--- src/rtl/rs_pkg.sv ---
package rs_pkg;
    typedef enum logic [1:0] {
        ST_IDLE = 2'd0,
        ST_HEAD = 2'd1,
        ST_READ = 2'd2,
        ST_TAIL = 2'd3
    } seq_state_t;

    typedef enum logic [1:0] {
        WK_NONE = 2'b00,
        WK_HEAD = 2'b01,
        WK_DATA = 2'b10,
        WK_TAIL = 2'b11
    } word_kind_t;
endpackage

--- src/rtl/rs_trig_sel.sv ---
module rs_trig_sel #(
    parameter int AUTO_PERIOD = 1000
) (
    input  logic clk,
    input  logic rst_n,
    input  logic clr,
    input  logic enable,
    input  logic use_auto,
    input  logic ext_trig,
    output logic trig
);
    localparam int CNT_W = $clog2(AUTO_PERIOD);

    logic [CNT_W-1:0] tick_cnt;
    logic             auto_hit;

    assign auto_hit = use_auto && enable && (tick_cnt == CNT_W'(AUTO_PERIOD - 1));
    assign trig     = use_auto ? auto_hit : ext_trig;

    always_ff @(posedge clk or negedge rst_n) begin
        if (!rst_n) begin
            tick_cnt <= '0;
        end else if (clr || !enable || !use_auto || auto_hit) begin
            tick_cnt <= '0;
        end else begin
            tick_cnt <= tick_cnt + 1'b1;
        end
    end

    // two internal triggers are never back to back
    p_auto_gap_r5: assert property (@(posedge clk) disable iff (!rst_n)
        (use_auto && trig) |=> !(use_auto && trig));
endmodule

--- src/rtl/rs_run_ctl.sv ---
module rs_run_ctl #(
    parameter int EVT_W = 16
) (
    input  logic             clk,
    input  logic             rst_n,
    input  logic             soft_reset,
    input  logic             run_start,
    input  logic             run_stop,
    input  logic             event_done,
    input  logic             drop,
    input  logic [EVT_W-1:0] event_limit,
    output logic             running,
    output logic [EVT_W-1:0] evnum,
    output logic [EVT_W-1:0] drop_count
);
    logic [EVT_W-1:0] run_cnt;
    logic             limit_hit;

    assign limit_hit = event_done && (event_limit != '0) && (run_cnt + 1'b1 == event_limit);

    always_ff @(posedge clk or negedge rst_n) begin
        if (!rst_n) begin
            running    <= 1'b0;
            run_cnt    <= '0;
            evnum      <= '0;
            drop_count <= '0;
        end else if (soft_reset) begin
            running    <= 1'b0;
            run_cnt    <= '0;
            evnum      <= '0;
            drop_count <= '0;
        end else begin
            if (run_start) begin
                running <= 1'b1;
            end else if (run_stop || limit_hit) begin
                running <= 1'b0;
            end
            if (run_start) begin
                run_cnt <= '0;
            end else if (event_done) begin
                run_cnt <= run_cnt + 1'b1;
            end
            if (event_done) begin
                evnum <= evnum + 1'b1;
            end
            if (drop) begin
                drop_count <= drop_count + 1'b1;
            end
        end
    end

    // the run ends only on stop, soft reset or a non-zero limit
    p_limit_stop_r7: assert property (@(posedge clk) disable iff (!rst_n)
        $fell(running) |-> $past(run_stop || soft_reset || (event_limit != '0)));

    // the drop counter moves by at most one per cycle
    p_drop_step_r6: assert property (@(posedge clk) disable iff (!rst_n)
        1'b1 |=> (drop_count == $past(drop_count) || drop_count == $past(drop_count) + 1'b1
                  || drop_count == '0));
endmodule

--- src/rtl/rs_word_fmt.sv ---
module rs_word_fmt
    import rs_pkg::*;
#(
    parameter int CHIP_W   = 4,
    parameter int CHAN_W   = 7,
    parameter int SAMPLE_W = 12,
    parameter int EVT_W    = 16,
    parameter int IDX_W    = 12,
    parameter int WORD_W   = 25
) (
    input  word_kind_t          kind,
    input  logic                sparse,
    input  logic [EVT_W-1:0]    evnum,
    input  logic [IDX_W-1:0]    count,
    input  logic [CHIP_W-1:0]   chip,
    input  logic [CHAN_W-1:0]   chan,
    input  logic [SAMPLE_W-1:0] sample,
    output logic [WORD_W-1:0]   word
);
    localparam int PAY_W = WORD_W - 2;

    logic [PAY_W-1:0] pay;

    always_comb begin
        unique case (kind)
            WK_HEAD: pay = PAY_W'({sparse, evnum});
            WK_DATA: pay = sparse ? PAY_W'({chip, chan, sample}) : PAY_W'(sample);
            WK_TAIL: pay = PAY_W'(count);
            default: pay = '0;
        endcase
        word = {kind, pay};
    end
endmodule

--- src/rtl/rs_readout_seq.sv ---
module rs_readout_seq
    import rs_pkg::*;
#(
    parameter int MAX_CHIPS   = 16,
    parameter int CH_PER_CHIP = 128,
    parameter int SAMPLE_W    = 12,
    parameter int EVT_W       = 16,
    parameter int AUTO_PERIOD = 1000,
    localparam int CHIP_W  = $clog2(MAX_CHIPS),
    localparam int CCNT_W  = $clog2(MAX_CHIPS + 1),
    localparam int CHAN_W  = $clog2(CH_PER_CHIP),
    localparam int IDX_W   = $clog2(MAX_CHIPS * CH_PER_CHIP + 1),
    localparam int SPACE_W = IDX_W + 1,
    localparam int WORD_W  = 2 + CHIP_W + CHAN_W + SAMPLE_W
) (
    input  logic                clk,
    input  logic                rst_n,
    input  logic                soft_reset,
    input  logic                run_start,
    input  logic                run_stop,
    input  logic                sparse_mode,
    input  logic                use_autotrig,
    input  logic [CCNT_W-1:0]   chip_count,
    input  logic [EVT_W-1:0]    event_limit,
    input  logic                ext_trig,
    input  logic                fe_hit_valid,
    input  logic [CHIP_W-1:0]   fe_hit_chip,
    input  logic [CHAN_W-1:0]   fe_hit_chan,
    input  logic [SAMPLE_W-1:0] adc_sample,
    input  logic [SPACE_W-1:0]  fifo_space,
    output logic                fe_clk,
    output logic                fifo_wr,
    output logic [WORD_W-1:0]   fifo_wdata,
    output logic                fifo_flush,
    output logic                running,
    output logic [EVT_W-1:0]    drop_count
);
    seq_state_t       state, nxt;
    word_kind_t       kind;
    logic [IDX_W-1:0] idx, nwords, total;
    logic             mode_q, trig, space_ok, accept, drop, evt_done;
    logic [EVT_W-1:0] evnum;

    assign total    = IDX_W'(chip_count) * IDX_W'(CH_PER_CHIP);
    assign space_ok = fifo_space >= (SPACE_W'(total) + SPACE_W'(2));
    assign accept   = trig && running && (state == ST_IDLE) && space_ok && !soft_reset;
    assign drop     = trig && running && !accept && !soft_reset;

    rs_trig_sel #(.AUTO_PERIOD(AUTO_PERIOD)) u_trig (
        .clk(clk), .rst_n(rst_n), .clr(soft_reset), .enable(running),
        .use_auto(use_autotrig), .ext_trig(ext_trig), .trig(trig)
    );

    rs_run_ctl #(.EVT_W(EVT_W)) u_run (
        .clk(clk), .rst_n(rst_n), .soft_reset(soft_reset), .run_start(run_start),
        .run_stop(run_stop), .event_done(evt_done), .drop(drop),
        .event_limit(event_limit), .running(running), .evnum(evnum),
        .drop_count(drop_count)
    );

    // state register
    always_ff @(posedge clk or negedge rst_n) begin
        if (!rst_n) state <= ST_IDLE;
        else        state <= nxt;
    end

    always_comb begin
        nxt = state;
        unique case (state)
            ST_IDLE: if (accept) nxt = ST_HEAD;
            ST_HEAD: nxt = ST_READ;
            ST_READ: if ((mode_q && !fe_hit_valid) || (idx == total - 1'b1)) nxt = ST_TAIL;
            ST_TAIL: nxt = ST_IDLE;
        endcase
        if (soft_reset) nxt = ST_IDLE;
    end

    // event datapath
    always_ff @(posedge clk or negedge rst_n) begin
        if (!rst_n) begin
            idx    <= '0;
            nwords <= '0;
            mode_q <= 1'b0;
        end else begin
            unique case (state)
                ST_IDLE: if (accept) mode_q <= sparse_mode;
                ST_HEAD: begin
                    idx    <= '0;
                    nwords <= '0;
                end
                ST_READ: begin
                    idx <= idx + 1'b1;
                    if (fifo_wr) nwords <= nwords + 1'b1;
                end
                ST_TAIL: ;
            endcase
        end
    end

    // outputs
    always_comb begin
        kind = WK_NONE;
        unique case (state)
            ST_IDLE: kind = WK_NONE;
            ST_HEAD: kind = WK_HEAD;
            ST_READ: kind = (!mode_q || fe_hit_valid) ? WK_DATA : WK_NONE;
            ST_TAIL: kind = WK_TAIL;
        endcase
        fe_clk     = (state == ST_READ);
        fifo_wr    = (kind != WK_NONE) && !soft_reset;
        fifo_flush = soft_reset && (state != ST_IDLE);
        evt_done   = (state == ST_TAIL) && !soft_reset;
    end

    rs_word_fmt #(
        .CHIP_W(CHIP_W), .CHAN_W(CHAN_W), .SAMPLE_W(SAMPLE_W),
        .EVT_W(EVT_W), .IDX_W(IDX_W), .WORD_W(WORD_W)
    ) u_fmt (
        .kind(kind), .sparse(mode_q), .evnum(evnum), .count(nwords),
        .chip(fe_hit_chip), .chan(fe_hit_chan), .sample(adc_sample), .word(fifo_wdata)
    );

    // checker: data words written since the last header
    logic [IDX_W-1:0] chk_cnt;
    always_ff @(posedge clk or negedge rst_n) begin
        if (!rst_n) chk_cnt <= '0;
        else if (fifo_wr && fifo_wdata[WORD_W-1 -: 2] == 2'b01) chk_cnt <= '0;
        else if (fifo_wr && fifo_wdata[WORD_W-1 -: 2] == 2'b10) chk_cnt <= chk_cnt + 1'b1;
    end

    // header in the cycle after an accepted trigger
    p_head_follows_r2: assert property (@(posedge clk) disable iff (!rst_n)
        accept |=> (soft_reset || (fifo_wr && fifo_wdata[WORD_W-1 -: 2] == 2'b01)));

    // trailer count equals the data words written
    p_tail_count_r2: assert property (@(posedge clk) disable iff (!rst_n)
        (fifo_wr && fifo_wdata[WORD_W-1 -: 2] == 2'b11) |-> fifo_wdata[IDX_W-1:0] == chk_cnt);

    // a full scan issues one strobe per channel of the chain
    p_serial_len_r3: assert property (@(posedge clk) disable iff (!rst_n)
        (state == ST_TAIL && !mode_q) |-> idx == total);

    // a stopped idle block writes nothing
    p_quiet_stopped_r10: assert property (@(posedge clk) disable iff (!rst_n)
        (!running && state == ST_IDLE) |=> !fifo_wr);
endmodule

--- config.mk ---
export PLATFORM = sky130hd
export DESIGN_NAME = rs_readout_seq
export DESIGN_NICKNAME = d
export VERILOG_FILES = /design/src/rtl/rs_pkg.sv /design/src/rtl/rs_trig_sel.sv /design/src/rtl/rs_run_ctl.sv /design/src/rtl/rs_word_fmt.sv /design/src/rtl/rs_readout_seq.sv
export SDC_FILE = /design/constraint.sdc
export NUM_CORES = 1
export LEC_CHECK = 0
export BUFFER_PORTS_ARGS = -buffer_cell sky130_fd_sc_hd__buf_2
export CAP_MARGIN = 10
export CORE_AREA = 4 4 104 106
export CTS_CLUSTER_SIZE = 16
export DETAILED_ROUTE_END_ITERATION = 6
export DIE_AREA = 0 0 108 110
export PLACE_DENSITY = 0.79
export SYNTH_ARGS = -nofsm -noshare
export SYNTH_HDL_FRONTEND = slang
export SYNTH_SLANG_ARGS = --single-unit
--- constraint.sdc ---
create_clock -name clk -period 2.81 [get_ports clk]
set_input_delay 0.562 -clock clk [delete_from_list [all_inputs] [get_ports clk]]
set_output_delay 0.562 -clock clk [all_outputs]
set_load 0.02 [all_outputs]
==> impl_results.md <==
* Result of the run: complete, no violations
* Vias in the first global route at 4778
* Rows at 36
* Fin Clk Skew at around 0.013 ns
* Max_cap viols at 0
* RR Endpoint: nwords[11]$_DFFE_PN0P_
* Starting Density at a little under three fifths
* Crit path capture type: output port
* Power Density at approximately 480 mW/mm2
* Via Count at ~5000
* Slew @ Worst Pin at approximately 0.65 ns
* Buffers added on ports at roughly 110
* Die H at approximately 110 um
* Synth Register Bits at 86
* Final #Nets at around 800
* CP Max Fanout at 5
* FILL cells at ~840
* Sequential-to-total area share from yosys stat at 40.0%
* Relative slew slack at a little under three fifths
* Syn avg cell area at between 8 and 9 um2
* Crit-path cells: inv_2 > ha_2 > buf_6 > clkinvlp_4 > o31a_1 > buf_6 > nor3_2 > buf_4
* DR iter-0 viols at 420
* Final hold vios at 0
* Sink Count at 86
* Routed wire per std cell at roughly 16 um
* Residual DRC count at 0
* Hold Buf Count CTS at 0
* Pwr Total at ~0.0030 W
* First-pass iteration count of the detailed router at 5
* Global route overflow at 0
* CP peak stage delay at roughly 0.43 ns
* Fmax at about 370 MHz
* DRT Wirelength at between 10000 and 15000 um
* Number of CTS-inserted buffers at 9
* Total die area at around 0.012 mm2
* CTS Buffer Depth at 2
* Via density at slightly below 6
* Worst path depth at 8
* Slowest-stage cell, CP: dfrtp_2
* Pins Over Slew Limit at 0
* Finished Core Util at 65.1%
* Area of the core at between 0.009 and 0.01 mm2
* Placer Congestion at between 0.8 and 0.9
* Syn. warnings at 0
* Leak at around 2.9 nW
* Dpl hpwl at between 9000 and 10000 um
* GRT Overall Usage at 22.7%
* Worst vdd ir at 0.284 mV
* CTS tree: done
* Setup crit start kind: register
* Setup TNS at 0 ns
* Crit-path leading delay family: buffers and inverters
* Synthesized area at 0.00539 mm2
* Post-route ant nets at 0
* R2R depth at 10
* Mapped Cells at between 600 and 700
* Final setup fails at 0
* Critical Path AT at approximately 2.2 ns
* CTS root buffer: clkbuf_8
* Net count after synthesis at 693
* Layout cell share with drive strength beyond 1 at ~23%
* Clk pin slew, worst setup/hold paths at around 0.09 ns
* Post-synth ARST share at 100%
* Skew-Pair Late Insertion Delay at ~0.35 ns
* WP buf/inv at 5
* EDFF count, synth at 0
* Period utilization at between 90 and 100%
* Crit Path Class: register to output port
* Reg2Reg Setup Slack at between 0.15 and 0.2 ns
* Yosys cell types at 54
* Max H-tree Level at 3
* Initial antenna violation count at 1
* Most Frequent Cell on Critical Path: buf_6
* CP Launch Point: state[0]$_DFFE_PN0P_
* First-pass GRT wire length at about 22000 um
* HP Class: primary input to async pin
* Synth-to-Final Area Change at 18.2%
* Die Wd at between 100 and 150 um
* Crit path time final at around 2.7 ns
* Worst reg2reg path startpoint: state[0]$_DFFE_PN0P_
* Io pins at 111
* Primary FF master, synth: dfrtp_1
* WP data required at 2.25 ns
* Worst hold margin at approximately 0.19 ns
* Largest net degree at the start of global routing at 47
==> layer usage <==
| layer | up-vias | global-route usage, % | wire [um] |
|---|---|---|---|
| met1 | 2418 | 29.8 | 5890 |
| li1 | 2373 | - | - |
| met2 | 177 | 38.5 | 6540 |
| met3 | 25 | 4.25 | 837 |
| met4 | 2 | 6.85 | 242 |
| met5 | - | 0 | 13 |
==> cell families after synthesis <==
group / after synthesis / share of synthesized area, %
DFF: 86 / 40.0
xor gates and xnor gates: 81 / 13.2
and+or+nand+nor: 271 / 25.4
adders and majority gates: 18 / 4.18
muxes: 4 / 0.744
buffers and inverters: 50 / 3.67
AOI/OAI and AO/OA: 99 / 12.9
==> cells in the final DEF, fill, tap and decap left out, types with 12 or more instances in the layout <==
cell type    n
a21oi_1     24
a222oi_1    12
and3_1      12
buf_2      109
buf_4       16
dfrtp_1     85
ha_1        17
inv_1       18
nand2_1     49
nand3_1     26
nand4_1     25
nor2_1      83
nor3_1      12
o21ai_0     26
or3_1       15
xnor2_1     29
xor2_1      52
==> worst reg2reg max path, delay by kind of cell, from the launching register on <==
| family | cells | cell delay, ns |
|---|---|---|
| fa+ha+maj | 1 | 0.20 |
| compound gates | 3 | 0.81 |
| simple gates | 2 | 0.68 |
| buf+inv | 4 | 0.45 |
| flops | 1 | 0.43 |
==> cell type report <==
class | count | area (um2) | area share (%)
multi-input cells | 473 | 3060 | 48.0
flip-flops and latches | 86 | 2150 | 33.8
repair buffers | 128 | 708 | 11.1
well taps | 133 | 166 | 2.61
clock buffers | 11 | 141 | 2.22
inverters | 20 | 78.8 | 1.24
clock inverters | 5 | 58.8 | 0.924
diodes | 1 | 2.50 | 0.0393
==> flip-flops by register name, summed over array words and instances (netlist names) <==
register / flops
u_run.run_cnt: 16
state: 2
u_trig.tick_cnt: 10
u_run.evnum: 16
nwords: 12
u_run.running: 1
idx: 12
u_run.drop_count: 16
mode_q: 1
==> where the power goes <==
group          internal [W]  leakage (nW)  switching [W]
sequential          0.00127          1.20      0.0000375
clock              0.000436        0.0955       0.000453
combinational      0.000307          1.60       0.000535
==> worst max path at each step <==
stage / to
after floorplan: fifo_wdata[12]
after global placement: u_run.drop_count[15]$_DFFE_PN0P_
after detailed placement: u_run.drop_count[14]$_DFFE_PN0P_
after CTS: fifo_wdata[16]
after global routing: fifo_wdata[16]
final: fifo_wdata[16]
==> stage by stage <==
| stage | setup WS (ns) | area, um2 | cells |
|---|---|---|---|
| 4_1_cts | -0.0154 | 6290 | 849 |
| 3_5_place_dp | -0.00600 | 6080 | 833 |
| 5_1_grt | -0.0393 | 6360 | 856 |
| 2_1_floorplan | 0.0121 | 5390 | 609 |
| 6_report | 0.0785 | 6360 | 857 |
| 3_3_place_gp | 0.0734 | 6080 | 833 |
==> timing repair <==
action	CTS	global route
setup buffers	0	5
cloned	0	2
gates resized for setup	3	9
pin swaps	1	1
endpoints found under the setup margin	17	25
==> cells in the mapped netlist (3+ instances only) <==
master / count / area (um2)
o21ai_0: 26 / 130
o22ai_1: 3 / 18.8
o21a_1: 3 / 22.5
nor4_1: 8 / 50.1
nor2_1: 84 / 315
and3_1: 13 / 81.3
o31ai_1: 3 / 22.5
inv_1: 20 / 75.1
nand4_1: 25 / 156
or4_1: 3 / 22.5
nor2b_1: 8 / 50.1
a22oi_1: 4 / 30.0
mux2i_1: 4 / 40.0
buf_2: 5 / 25.0
xor2_1: 52 / 455
ha_1: 18 / 225
xnor2_1: 29 / 254
nand2_1: 49 / 184
buf_1: 3 / 11.3
clkbuf_1: 21 / 78.8
nor3_1: 13 / 65.1
and2_1: 8 / 50.1
nand3_1: 27 / 135
and4_1: 7 / 61.3
a222oi_1: 12 / 120
or3_1: 15 / 93.8
a21oi_1: 24 / 120
dfrtp_1: 86 / 2150
Note: power is estimated with default switching activity, not from simulation.
